File: config.mk
export PLATFORM = sky130hd
export DESIGN_NAME = pc_latch_unit
export DESIGN_NICKNAME = d
export VERILOG_FILES = /design/src/rtl/pcl_pkg.sv /design/src/rtl/pc_regif.sv /design/src/rtl/pc_shadow.sv /design/src/rtl/pc_core.sv /design/src/rtl/pc_latch_unit.sv
export SDC_FILE = /design/constraint.sdc
export NUM_CORES = 1
export LEC_CHECK = 0
export BUFFER_PORTS_ARGS = -buffer_cell sky130_fd_sc_hd__buf_2
export CAP_MARGIN = 20
export CORE_MARGIN = 4
export CORE_UTILIZATION = 30
export CTS_CLUSTER_DIAMETER = 150
export DETAILED_ROUTE_END_ITERATION = 8
export GPL_TIMING_DRIVEN = 0
export PLACE_DENSITY = 0.6
export SYNTH_ARGS = -nofsm -noshare
export SYNTH_HDL_FRONTEND = slang
export SYNTH_SLANG_ARGS = --single-unit
File: constraint.sdc
create_clock -name clk -period 1.7 [get_ports clk]
set_input_delay 0.17 -clock clk [delete_from_list [all_inputs] [get_ports clk]]
set_output_delay 0.17 -clock clk [all_outputs]
set_load 0.02 [all_outputs]
File: src/rtl/pcl_pkg.sv
// Package: shared register-select encoding for the program counter block.
// Assumes a 2-bit select bus from the core's register-file decoder.
package pcl_pkg;
    typedef enum logic [1:0] {
        SEL_LO   = 2'd0,
        SEL_MID  = 2'd1,
        SEL_UP   = 2'd2,
        SEL_NONE = 2'd3
    } reg_sel_e;
endpackage

File: src/rtl/pc_regif.sv
// Module: pc_regif
// Decodes register accesses into per-target strobes and forms read data.
// Assumes: a write takes precedence over a read in the same cycle, so a
// low-byte capture is only raised for a read without a write.
module pc_regif
    import pcl_pkg::*;
#(
    parameter int PC_W = 21,
    localparam int UP_W = PC_W - 16
) (
    input  logic            reg_wr,
    input  logic            reg_rd,
    input  logic [1:0]      reg_sel,
    input  logic [7:0]      pc_lo,
    input  logic [7:0]      lat_mid,
    input  logic [UP_W-1:0] lat_up,
    output logic            lo_wr,
    output logic            mid_wr,
    output logic            up_wr,
    output logic            lo_cap,
    output logic [7:0]      rdata
);
    reg_sel_e sel;
    assign sel = reg_sel_e'(reg_sel);

    // Strobe decode: one target per access.
    always_comb begin
        lo_wr  = reg_wr && (sel == SEL_LO);
        mid_wr = reg_wr && (sel == SEL_MID);
        up_wr  = reg_wr && (sel == SEL_UP);
        lo_cap = reg_rd && !reg_wr && (sel == SEL_LO);
    end

    // Read mux: the unmapped select and unused upper bits read as zero.
    always_comb begin
        case (sel)
            SEL_LO:  rdata = pc_lo;
            SEL_MID: rdata = lat_mid;
            SEL_UP:  rdata = {{(8 - UP_W){1'b0}}, lat_up};
            default: rdata = 8'h00;
        endcase
    end

    // the unmapped select never raises a strobe.
    always_comb begin
        if (sel == SEL_NONE) begin
            a_none_quiet_r9: assert (!(lo_wr || mid_wr || up_wr || lo_cap))
                else $error("strobe raised for unmapped select");
        end
    end
endmodule

File: src/rtl/pc_shadow.sv
// Module: pc_shadow
// Staging latches for the middle and upper address fields.
// Assumes: capture and write strobes are mutually exclusive (the decoder
// guarantees this); PC_W is between 17 and 24.
module pc_shadow #(
    parameter int PC_W = 21,
    localparam int UP_W = PC_W - 16
) (
    input  logic            clk,
    input  logic            rst_n,
    input  logic            mid_wr,
    input  logic            up_wr,
    input  logic [7:0]      wdata,
    input  logic            cap,
    input  logic [7:0]      pc_mid,
    input  logic [UP_W-1:0] pc_up,
    output logic [7:0]      lat_mid,
    output logic [UP_W-1:0] lat_up
);
    // Middle latch: written by software or captured from the counter.
    always_ff @(posedge clk) begin
        if (!rst_n)      lat_mid <= '0;
        else if (cap)    lat_mid <= pc_mid;
        else if (mid_wr) lat_mid <= wdata;
    end

    // Upper latch: keeps only the low UP_W bits of a write.
    always_ff @(posedge clk) begin
        if (!rst_n)     lat_up <= '0;
        else if (cap)   lat_up <= pc_up;
        else if (up_wr) lat_up <= wdata[UP_W-1:0];
    end

    p_capture_r5: assert property (@(posedge clk) disable iff (!rst_n)
        cap |=> (lat_mid == $past(pc_mid)) && (lat_up == $past(pc_up)));

    p_up_write_r8: assert property (@(posedge clk) disable iff (!rst_n)
        (up_wr && !cap) |=> lat_up == $past(wdata[UP_W-1:0]));

    p_quiet_hold_r6: assert property (@(posedge clk) disable iff (!rst_n)
        !(cap || mid_wr || up_wr) |=> $stable(lat_mid) && $stable(lat_up));
endmodule

File: src/rtl/pc_core.sv
// Module: pc_core
// The counter register itself, with prioritised next-address selection:
// direct load, then low-byte commit, then advance by one instruction.
// Assumes: hi_src carries {upper latch, middle latch}.
module pc_core #(
    parameter int PC_W = 21,
    localparam int HI_W = PC_W - 8
) (
    input  logic            clk,
    input  logic            rst_n,
    input  logic            adv,
    input  logic            ld_vld,
    input  logic [PC_W-1:0] ld_addr,
    input  logic            lo_wr,
    input  logic [7:0]      lo_data,
    input  logic [HI_W-1:0] hi_src,
    output logic [PC_W-1:0] pc
);
    localparam logic [PC_W-1:0] STEP = PC_W'(2);

    // Counter update in priority order; bit 0 is never loaded as 1.
    always_ff @(posedge clk) begin
        if (!rst_n)      pc <= '0;
        else if (ld_vld) pc <= {ld_addr[PC_W-1:1], 1'b0};
        else if (lo_wr)  pc <= {hi_src, lo_data[7:1], 1'b0};
        else if (adv)    pc <= pc + STEP;
    end

    p_load_r6: assert property (@(posedge clk) disable iff (!rst_n)
        ld_vld |=> pc[PC_W-1:1] == $past(ld_addr[PC_W-1:1]));

    p_commit_r4: assert property (@(posedge clk) disable iff (!rst_n)
        (lo_wr && !ld_vld) |=> (pc[PC_W-1:8] == $past(hi_src))
                               && (pc[7:1] == $past(lo_data[7:1])));

    p_step_r2: assert property (@(posedge clk) disable iff (!rst_n)
        (adv && !ld_vld && !lo_wr) |=> pc == $past(pc) + STEP);

    p_hold_r10: assert property (@(posedge clk) disable iff (!rst_n)
        !(adv || ld_vld || lo_wr) |=> $stable(pc));
endmodule

File: src/rtl/pc_latch_unit.sv
// Module: pc_latch_unit (top)
// Program counter with software-visible low byte and staged upper fields.
// Assumes: PC_W between 17 and 24; register accesses are single-cycle.
module pc_latch_unit #(
    parameter int PC_W = 21
) (
    input  logic            clk,
    input  logic            rst_n,
    input  logic            adv,
    input  logic            ld_vld,
    input  logic [PC_W-1:0] ld_addr,
    input  logic            reg_wr,
    input  logic            reg_rd,
    input  logic [1:0]      reg_sel,
    input  logic [7:0]      reg_wdata,
    output logic [7:0]      reg_rdata,
    output logic [PC_W-1:0] fetch_addr
);
    localparam int UP_W = PC_W - 16;

    logic            lo_wr, mid_wr, up_wr, lo_cap;
    logic [7:0]      lat_mid;
    logic [UP_W-1:0] lat_up;
    logic [PC_W-1:0] pc;

    pc_regif #(.PC_W(PC_W)) u_regif (
        .reg_wr (reg_wr),
        .reg_rd (reg_rd),
        .reg_sel(reg_sel),
        .pc_lo  (pc[7:0]),
        .lat_mid(lat_mid),
        .lat_up (lat_up),
        .lo_wr  (lo_wr),
        .mid_wr (mid_wr),
        .up_wr  (up_wr),
        .lo_cap (lo_cap),
        .rdata  (reg_rdata)
    );

    pc_shadow #(.PC_W(PC_W)) u_shadow (
        .clk    (clk),
        .rst_n  (rst_n),
        .mid_wr (mid_wr),
        .up_wr  (up_wr),
        .wdata  (reg_wdata),
        .cap    (lo_cap),
        .pc_mid (pc[15:8]),
        .pc_up  (pc[PC_W-1:16]),
        .lat_mid(lat_mid),
        .lat_up (lat_up)
    );

    pc_core #(.PC_W(PC_W)) u_core (
        .clk    (clk),
        .rst_n  (rst_n),
        .adv    (adv),
        .ld_vld (ld_vld),
        .ld_addr(ld_addr),
        .lo_wr  (lo_wr),
        .lo_data(reg_wdata),
        .hi_src ({lat_up, lat_mid}),
        .pc     (pc)
    );

    assign fetch_addr = pc;

    p_even_addr_r3: assert property (@(posedge clk) disable iff (!rst_n)
        fetch_addr[0] == 1'b0);

    p_latch_write_no_move_r9: assert property (@(posedge clk) disable iff (!rst_n)
        (reg_wr && reg_sel != 2'd0 && !ld_vld && !adv) |=> $stable(fetch_addr));

    p_lo_write_wins_r7: assert property (@(posedge clk) disable iff (!rst_n)
        (reg_wr && reg_sel == 2'd0 && adv && !ld_vld)
            |=> fetch_addr[7:1] == $past(reg_wdata[7:1]));
endmodule

Word-level counts from Yosys, hierarchy flattened
Cells that the tools add are included.
Widths: inputs -> output; s select.

word-level totals
  bits in registers = 34
  input port bits = 37
  output and inout port bits = 29

cells by class
  $add $sub $neg = 1
  equal/unequal tests = 2
  multiplexer cells = 8
  bitwise operators = 1
  reduce and logical (&&, ||, !) cells = 11

operators by type and width
  operator               count
  $mux 21                3
  $pmux 8 s3             1
  $add 21x2->21 const B  1
  $mux 8                 2
  $mux 5                 2
  $logic_and 1x1->1      5
  $reduce_bool 2->1      2
  $reduce_bool 3->1      1
  $reduce_or 3->1        1
  $eq 2x1->1 const B     1
  $eq 2x2->1 const B     1
  $logic_not 2->1        1
  $logic_not 1->1        1
  $not 1->1              1

Logic depth before layout (Yosys ltp)
Gate-level depths: netlist of the first run.

  word-level depth = 4
  mapped depth = 7
  mapped depth without buffers = 6

Modules after synthesis
A second synthesis of the first run with hierarchy kept.

second synthesis, totals
  cell total of the unflattened synthesis = 279
  area total of the unflattened synthesis = 2,399.8 µm²

by module, submodules not included
  module     instances  cells each  area an instance (µm²)
  pc_core    1          199         1,531.5
  pc_shadow  1          56          684.4
  pc_regif   1          24          183.9

Worst setup path after synthesis of the first run
Ideal clock, no wire load.

  kind = register to register
  start point = register u_core.pc[3]
  end point = register u_core.pc[6]
  arrival = 1.600 ns
  setup slack = 0.034 ns
  stages on the path, launching flop included = 7
  buffers on the path = 1
  period minus slack after synthesis = 1.666 ns
  cells stage by stage = dfxtp_1 > and3_1 > buf_4 > nand3_2 > or3b_1 > a31o_1 > a21boi_2

on the way
  cells in the longest elaborated chain, start to end = 4

RTL lines
  what                    RTL line       text
  start, declared         pc_core.sv:17  output logic [PC_W-1:0] pc
  start signal, assigned  pc_core.sv:24  else if (ld_vld) pc <= {ld_addr[PC_W-1:1], 1'b0};
  start signal, assigned  pc_core.sv:25  else if (lo_wr) pc <= {hi_src, lo_data[7:1], 1'b0};
  start signal, assigned  pc_core.sv:26  else if (adv) pc <= pc + STEP;
  $add 21x2->21           pc_core.sv:26
  $mux 21                 pc_core.sv:26
  $mux 21                 pc_core.sv:25
  $mux 21                 pc_core.sv:24

Every way passes these cells. The select of a mux whose other input is x is not followed.
A chain may end at the register's enable or synchronous reset.

Final worst setup path of the first run
  start point = register u_core.pc[1]
  end point = register u_core.pc[11]

Same word-level chain as after synthesis.

==> reports/metrics.cfg, run 1 <==
[timing]
whs_ns = 0.1012
setup-violations-final = 0
finClkSkew_ns = 0.01051
hold_viol_final = 0
timing_worst_slew_pin_value_ns = 0.6334
fin_setup_tns_ns = 0
timing.final.crit_share = 0.9399
fmaxAchievable_mhz = 625.9
rsz_0062_raised_after_global_routing = false
final-max-slew-violation-count = 0
min_period_ns = 1.598
least_setup_slack_across_all_paths_after_layout_ns = 0.1022
relSlewSlack = 0.5778

[synthesis]
ys.flop_type = sky130_fd_sc_hd__dfxtp_1
most_instantiated_cells_after_synthesis = sky130_fd_sc_hd__nand2_1 (42), sky130_fd_sc_hd__dfxtp_1 (33), sky130_fd_sc_hd__a21oi_1 (24)
yosysWarningCount = 0
async_flop_share = 0
synth.ff_latch_count = 33
synthMostInstantiatedCell = sky130_fd_sc_hd__nand2_1
postSynthCellCount = 288
postSynthNetCount = 326
post_synth_main_area_contributors = sky130_fd_sc_hd__dfxtp_1 (30%), sky130_fd_sc_hd__nand2_1 (7.2%), sky130_fd_sc_hd__a21oi_1 (5.5%)
synthDominantCellAreaShare = 0.3022
seq_area_frac_synth = 0.3022
synth.cell_area_um2 = 2186
synthDistinctLibCells = 51
post-synth-top-area-cell = sky130_fd_sc_hd__dfxtp_1
synth_enable_flop_cells = 0
syn-mean-instance-area_um2 = 7.590

[pwr]
power_mw = 2.075
static-leakage-power_nw = 1.123
ir_drop_v = 0.0002895
cellPowerDensity_nw_per_um2 = 755.0

[cts]
cts-root-buf = sky130_fd_sc_hd__clkbuf_8
clock_path_buffers = 2
clock_latency_ns = 0.30
post_cts_hold_buffer_count = 0
cts_htree_levels = 2
clkSlewWorstSetupHoldPaths_ns = 0.08
tritoncts_clock_tree = built
cts_buffers = 5
clock_sink_count = 33

[cells_and_area]
nNetsFinal = 396
ratio_of_cells_with_drive_above_1_in_the_final_layout = 0.2758
nFillCells = 741
antenna_cells = 0
instances_no_fill = 455
area_growth_pct = 25.76
non_filler_cell_area_final_um2 = 2749
multi_input_comb_area_um2 = 1408
finish.utilization = 0.3959
area.sequential_um2 = 676.9

[placement]
place_area_um2 = 2611
port_buffers = 61
place_hpwl_um = 6195
detailedPlace.worstSlack_ns = -0.1612
place.detailed.instances = 445
place.gp.congestion = 0.9159

[die]
fp.coreArea_um2 = 6944
die_area_um2 = 8716
floorplan.io_pins = 66
chipWidth_um = 93.36
fp-row-count = 30
initial_utilization = 0.3148
die_y_um = 93.36

[detailed_routing]
vias_per_cell = 5.589
drc = 0
firstDrtPassIters = 6
routed-wl-met2_um = 3780
drt_first_iter_violations = 299
wl_met3_um = 665
postRouteAntennaNets = 0
route.vias.total = 2543
route.top_layer_used = met4
totalWireLength_um = 8259
post_drt_wl_per_cell_um = 18.15
routedLengthMet1_um = 3696

[critical_path]
crit_fanout = 7
path_cells = ha_2, and2_1, and2_1, nand3_1, xor2_1, a311oi_1
cp_slowest_cell = sky130_fd_sc_hd__dfxtp_4
critPathArrivalTime_ns = 1.81
setup.worst_path.start_class = flip-flop
endpoint_kind = flip-flop
worstPathRequired_ns = 1.91
critPathMostFrequentCell = sky130_fd_sc_hd__and2_1
criticalPathCategory = flip-flop to flip-flop
longest_individual_stage_delay_on_the_worst_path_ns = 0.40

[grt]
largest_net_degree_at_the_start_of_global_routing = 11
track_usage = 0.1915
globalRouteOverflowTotal = 0
initial_antenna_violation_count = 0
vias_in_the_first_global_route = 2395
grt_first_pass_wirelength_um = 12790

[outcome]
status = finished, final reports clean

[flow_run]
maxCapViolCount = 0

[hold_path]
hold_path_class = input pin to flip-flop

## routing by layer
metal | track usage | vias up
met2 | 0.3085 | 128
met3 | 0.03138 | 13
met5 | 0 | -
met4 | 0.05739 | 0
li1 | - | 1195
met1 | 0.2616 | 1207
## power breakdown
| group | internal, mW | switching, mW | leakage (nW) | total, mW |
|---|---|---|---|---|
| Sequential | 0.824 | 0.0845 | 0.274 | 0.908 |
| Clock | 0.367 | 0.332 | 0.0542 | 0.699 |
| Combinational | 0.185 | 0.283 | 0.795 | 0.468 |
| Total | 1.38 | 0.699 | 1.12 | 2.08 |
## critical path, delay by kind of cell (launching register included)
family | cells | cell delay (ns)
flip-flops | 1 | 0.40
AND/OR/NAND/NOR | 3 | 0.47
adder cells (fa/ha/maj) | 1 | 0.21
AO/OA/AOI/OAI | 1 | 0.26
XOR/XNOR | 1 | 0.16
## flip-flops by register name (all words and copies together) (netlist names)
signal,cells
u_shadow.lat_up,5
u_shadow.lat_mid,8
u_core.pc,20
## worst paths after layout
kind,start,end,slack [ns],cells after the start
setup / recovery,u_core.pc[1]$_SDFFE_PN0P_,u_core.pc[11]$_SDFFE_PN0P_,0.10,6
hold reg to reg,u_shadow.lat_mid[4]$_SDFFE_PN0P_,u_shadow.lat_mid[4]$_SDFFE_PN0P_,0.49,2
hold / removal,ld_addr[19],u_core.pc[19]$_SDFFE_PN0P_,0.10,3
setup reg to reg,u_core.pc[1]$_SDFFE_PN0P_,u_core.pc[11]$_SDFFE_PN0P_,0.10,6
## final cells by class
type / instances / area share
Inverter: 2 / 0.002731
Sequential cell: 33 / 0.2462
Multi-Input combinational cell: 231 / 0.5121
Clock inverter: 1 / 0.001821
Timing Repair Buffer: 63 / 0.1165
Clock buffer: 7 / 0.03505
Buffer: 22 / 0.04188
Tap cell: 96 / 0.04370
## cells by family (layout without fill, tap and decap cells)
group,count (synthesis),count (layout),share of synthesized area
compound gates,89,89,0.2668
xor+xnor,14,14,0.05610
fa+ha+maj,1,1,0.005723
buf+inv,24,95,0.05610
flops,33,33,0.3022
mux,7,7,0.03206
other cells,1,1,0.001716
simple gates,119,119,0.2793
## placed cells by master, fill, tap and decap left out, types with 4 or more instances in the layout
| master | instances |
|---|---|
| sky130_fd_sc_hd__o21ai_1 | 4 |
| sky130_fd_sc_hd__buf_2 | 69 |
| sky130_fd_sc_hd__and2_1 | 4 |
| sky130_fd_sc_hd__or3_1 | 4 |
| sky130_fd_sc_hd__a22oi_1 | 13 |
| sky130_fd_sc_hd__and3_1 | 6 |
| sky130_fd_sc_hd__o22ai_1 | 4 |
| sky130_fd_sc_hd__buf_4 | 6 |
| sky130_fd_sc_hd__xor2_1 | 6 |
| sky130_fd_sc_hd__nand2_1 | 42 |
| sky130_fd_sc_hd__o31ai_1 | 5 |
| sky130_fd_sc_hd__dfxtp_2 | 4 |
| sky130_fd_sc_hd__a21oi_1 | 24 |
| sky130_fd_sc_hd__o21ai_0 | 11 |
| sky130_fd_sc_hd__mux2i_1 | 7 |
| sky130_fd_sc_hd__dfxtp_1 | 26 |
| sky130_fd_sc_hd__clkbuf_8 | 7 |
| sky130_fd_sc_hd__clkbuf_1 | 7 |
| sky130_fd_sc_hd__nor3_1 | 14 |
| sky130_fd_sc_hd__xnor2_1 | 8 |
| sky130_fd_sc_hd__nor2_1 | 19 |
| sky130_fd_sc_hd__a21boi_1 | 8 |
| sky130_fd_sc_hd__nand3_1 | 12 |
## repair_timing
action                                  4_1_cts  5_1_grt
endpoints found under the setup margin        6        8
pin swaps                                     1        0
endpoints found under the hold margin         0        0
resized for setup                             4        9
buffers inserted                              2        0
Note: power is estimated with default switching activity, not from simulation.
==> run 2, diff against run 1 <==
Settings changed: CORE_UTILIZATION 30 to 52, PLACE_DENSITY 0.6 to 0.9.
==> run 2 against run 1 <==
Against the previous run: clock skew decreased by 0.0067 ns; global-route usage grew 10 points; final cell count shrank 11%; clock power decreased by 9.3%; largest cell class unchanged; count of clock-buffer cells in the layout is the same; highest routed layer unchanged; critical endpoint unchanged.
==> reports/metrics.cfg, run 2 (synthesis results as in run 1) <==
[outcome]
status = finished, final reports clean

[timing]
hold_viol_final = 0  ; unchanged
finClkSkew_ns = 0.003851  ; -0.006657 ns
whs_ns = 0.1215  ; +0.02021 ns
final-max-slew-violation-count = 0  ; unchanged
timing_worst_slew_pin_value_ns = 0.5801  ; -0.05330 ns
fmaxAchievable_mhz = 596.8  ; -4.6%
min_period_ns = 1.675  ; +0.07767 ns
setup-violations-final = 0  ; unchanged
relSlewSlack = 0.6133  ; +0.03553
timing.final.crit_share = 0.9856  ; +0.04569
least_setup_slack_across_all_paths_after_layout_ns = 0.02453  ; -0.07767 ns
fin_setup_tns_ns = 0  ; unchanged

[detailed_routing]
route.vias.total = 2646  ; +4.1%
totalWireLength_um = 7703  ; -6.7%
firstDrtPassIters = 5  ; -1
drt_first_iter_violations = 282  ; -5.7%
postRouteAntennaNets = 0  ; unchanged
vias_per_cell = 6.501  ; +16%
drc = 0  ; unchanged
post_drt_wl_per_cell_um = 18.93  ; +4.3%

[hold_path]
hold_path_class = input pin to flip-flop
hold_start = ld_addr[19]

[die]
fp-row-count = 23  ; -23%
floorplan.io_pins = 66  ; unchanged
die_y_um = 72.84  ; -22%
chipWidth_um = 72.84  ; -22%
fp.coreArea_um2 = 4029  ; -42%
die_area_um2 = 5305  ; -39%
initial_utilization = 0.5425  ; +0.2278

[placement]
detailedPlace.worstSlack_ns = -0.1428  ; +0.01841 ns
place.gp.congestion = 0.9488  ; +3.6%
port_buffers = 61  ; unchanged
place_hpwl_um = 5493  ; -11%

[pwr]
static-leakage-power_nw = 1.110  ; -1.2%
clockPowerShare = 0.315  ; -0.022
comb_power_share = 0.232  ; +0.006
cellPowerDensity_nw_per_um2 = 753.9  ; -0.14%
internal_power_mw = 1.332  ; -3.2%
power.share.switching = 0.3382  ; +0.001348
ir_drop_v = 0.0006243  ; +120%
power_mw = 2.012  ; -3.0%
seqPwrFrac = 0.453  ; +0.015
power_switching_uw = 680.6  ; -2.7%

[cts]
cts_htree_levels = 2  ; unchanged
clock_path_buffers = 2  ; unchanged
tritoncts_clock_tree = built
clock_sink_count = 33  ; unchanged
clkSlewWorstSetupHoldPaths_ns = 0.07  ; about the same
clock_latency_ns = 0.29  ; about the same
cts_buffers = 5  ; unchanged
cts-root-buf = sky130_fd_sc_hd__clkbuf_8

[critical_path]
path_cells = ha_1, and2_1, and2_1, nand3_1, xor2_1, a311oi_1
cp_slowest_cell = sky130_fd_sc_hd__dfxtp_2
crit_fanout = 7  ; unchanged
critPathArrivalTime_ns = 1.88  ; +0.07 ns
endpoint_kind = flip-flop
criticalPathCategory = flip-flop to flip-flop
worst-path-buf-inv = 0  ; unchanged
longest_individual_stage_delay_on_the_worst_path_ns = 0.43  ; +0.03 ns
worstPathRequired_ns = 1.90  ; about the same
crit-reg2reg-launch = u_core.pc[1]$_SDFFE_PN0P_
critPathMostFrequentCell = sky130_fd_sc_hd__and2_1
family_of_cells_with_the_greatest_summed_delay_on_the_critical_path = simple AND/OR/NAND/NOR gates
setup.worst_path.start_class = flip-flop
critPathLaunch = u_core.pc[1]$_SDFFE_PN0P_

[grt]
initial_antenna_violation_count = 0  ; unchanged
vias_in_the_first_global_route = 2505  ; +4.6%
grt_first_pass_wirelength_um = 11930  ; -6.7%
largest_net_degree_at_the_start_of_global_routing = 11  ; unchanged
globalRouteOverflowTotal = 0  ; unchanged
track_usage = 0.2939  ; +0.1024

[flow_run]
maxCapViolCount = 0  ; unchanged

[cells_and_area]
largest_reg_flops = 20  ; unchanged
ratio_of_cells_with_drive_above_1_in_the_final_layout = 0.2717  ; -0.004057
area_growth_pct = 22.10
largest_register = u_core.pc
most-common-layout-cells = sky130_fd_sc_hd__buf_2 (69), sky130_fd_sc_hd__nand2_1 (42), sky130_fd_sc_hd__dfxtp_1 (26)
layout_top_registers = u_core.pc x20, u_shadow.lat_mid x8, u_shadow.lat_up x5
nFillCells = 376  ; -49%
finish.utilization = 0.6624  ; +0.2666
final_common_cell = sky130_fd_sc_hd__buf_2
antenna_cells = 0  ; unchanged
nNetsFinal = 395  ; -0.25%

-- run 2: changes by cell type in the layout (fill, tap and decap cells not counted), sizes merged --
cell / previous run / this run
buf: 78 / 77
clkinv: 2 / 1
-- run 2: cell type report --
cell class / count / area (um2) / share of cell area
Inverter: 2 / 7.507 / 0.002813
Tap cell: 50 / 62.56 / 0.02344
Buffer: 22 / 115.1 / 0.04313
Multi-Input combinational cell: 231 / 1410 / 0.5284
Timing Repair Buffer: 62 / 312.8 / 0.1172
Sequential cell: 33 / 674.4 / 0.2527
Clock buffer: 7 / 86.33 / 0.03235
-- run 2: power groups by stage --
stage                     registers (mW)  clock network (mW)  logic (mW)
after floorplan                    0.939                   0       0.255
after global placement             0.918                   0       0.441
after detailed placement           0.921                   0       0.452
after CTS                          0.905               0.622       0.457
after global routing               0.915               0.668       0.504
final                              0.912               0.634       0.466
-- run 2: timing repair --
item	in CTS	in global routing
hold buffers	0	0
setup endpoints to repair	6	5
pin swaps	1	0
setup buffers	1	0
resized for setup	5	7
-- run 2: per-stage QoR --
| step | instance area (um2) | std cells |
|---|---|---|
| 2_1_floorplan | 2186 | 288 |
| 3_3_place_gp | 2554 | 399 |
| 3_5_place_dp | 2554 | 399 |
| 4_1_cts | 2658 | 407 |
| 5_1_grt | 2669 | 407 |
| 6_report | 2669 | 407 |
-- run 2: worst paths after layout --
path	endpoint	slack [ns]	cells past startpoint
setup / recovery	u_core.pc[11]$_SDFFE_PN0P_	0.02	6
hold reg to reg	u_shadow.lat_mid[4]$_SDFFE_PN0P_	0.48	2
setup reg to reg	u_core.pc[11]$_SDFFE_PN0P_	0.02	6
hold / removal	u_core.pc[19]$_SDFFE_PN0P_	0.12	3
-- run 2: layer usage --
layer	vias to the layer above	global-route usage	wire length [um]	share of wire
met5	-	0	0	0
met1	1214	0.3686	2976	0.39
met2	217	0.4709	3508	0.46
met3	27	0.06198	957	0.12
li1	1188	-	-	-
met4	0	0.1557	261	0.034
-- run 2: tightest hold or removal path: stages --
cell,delay [ns]
sky130_fd_sc_hd__buf_2,0.08
sky130_fd_sc_hd__nand3_1,0.05
sky130_fd_sc_hd__o21ai_1,0.08
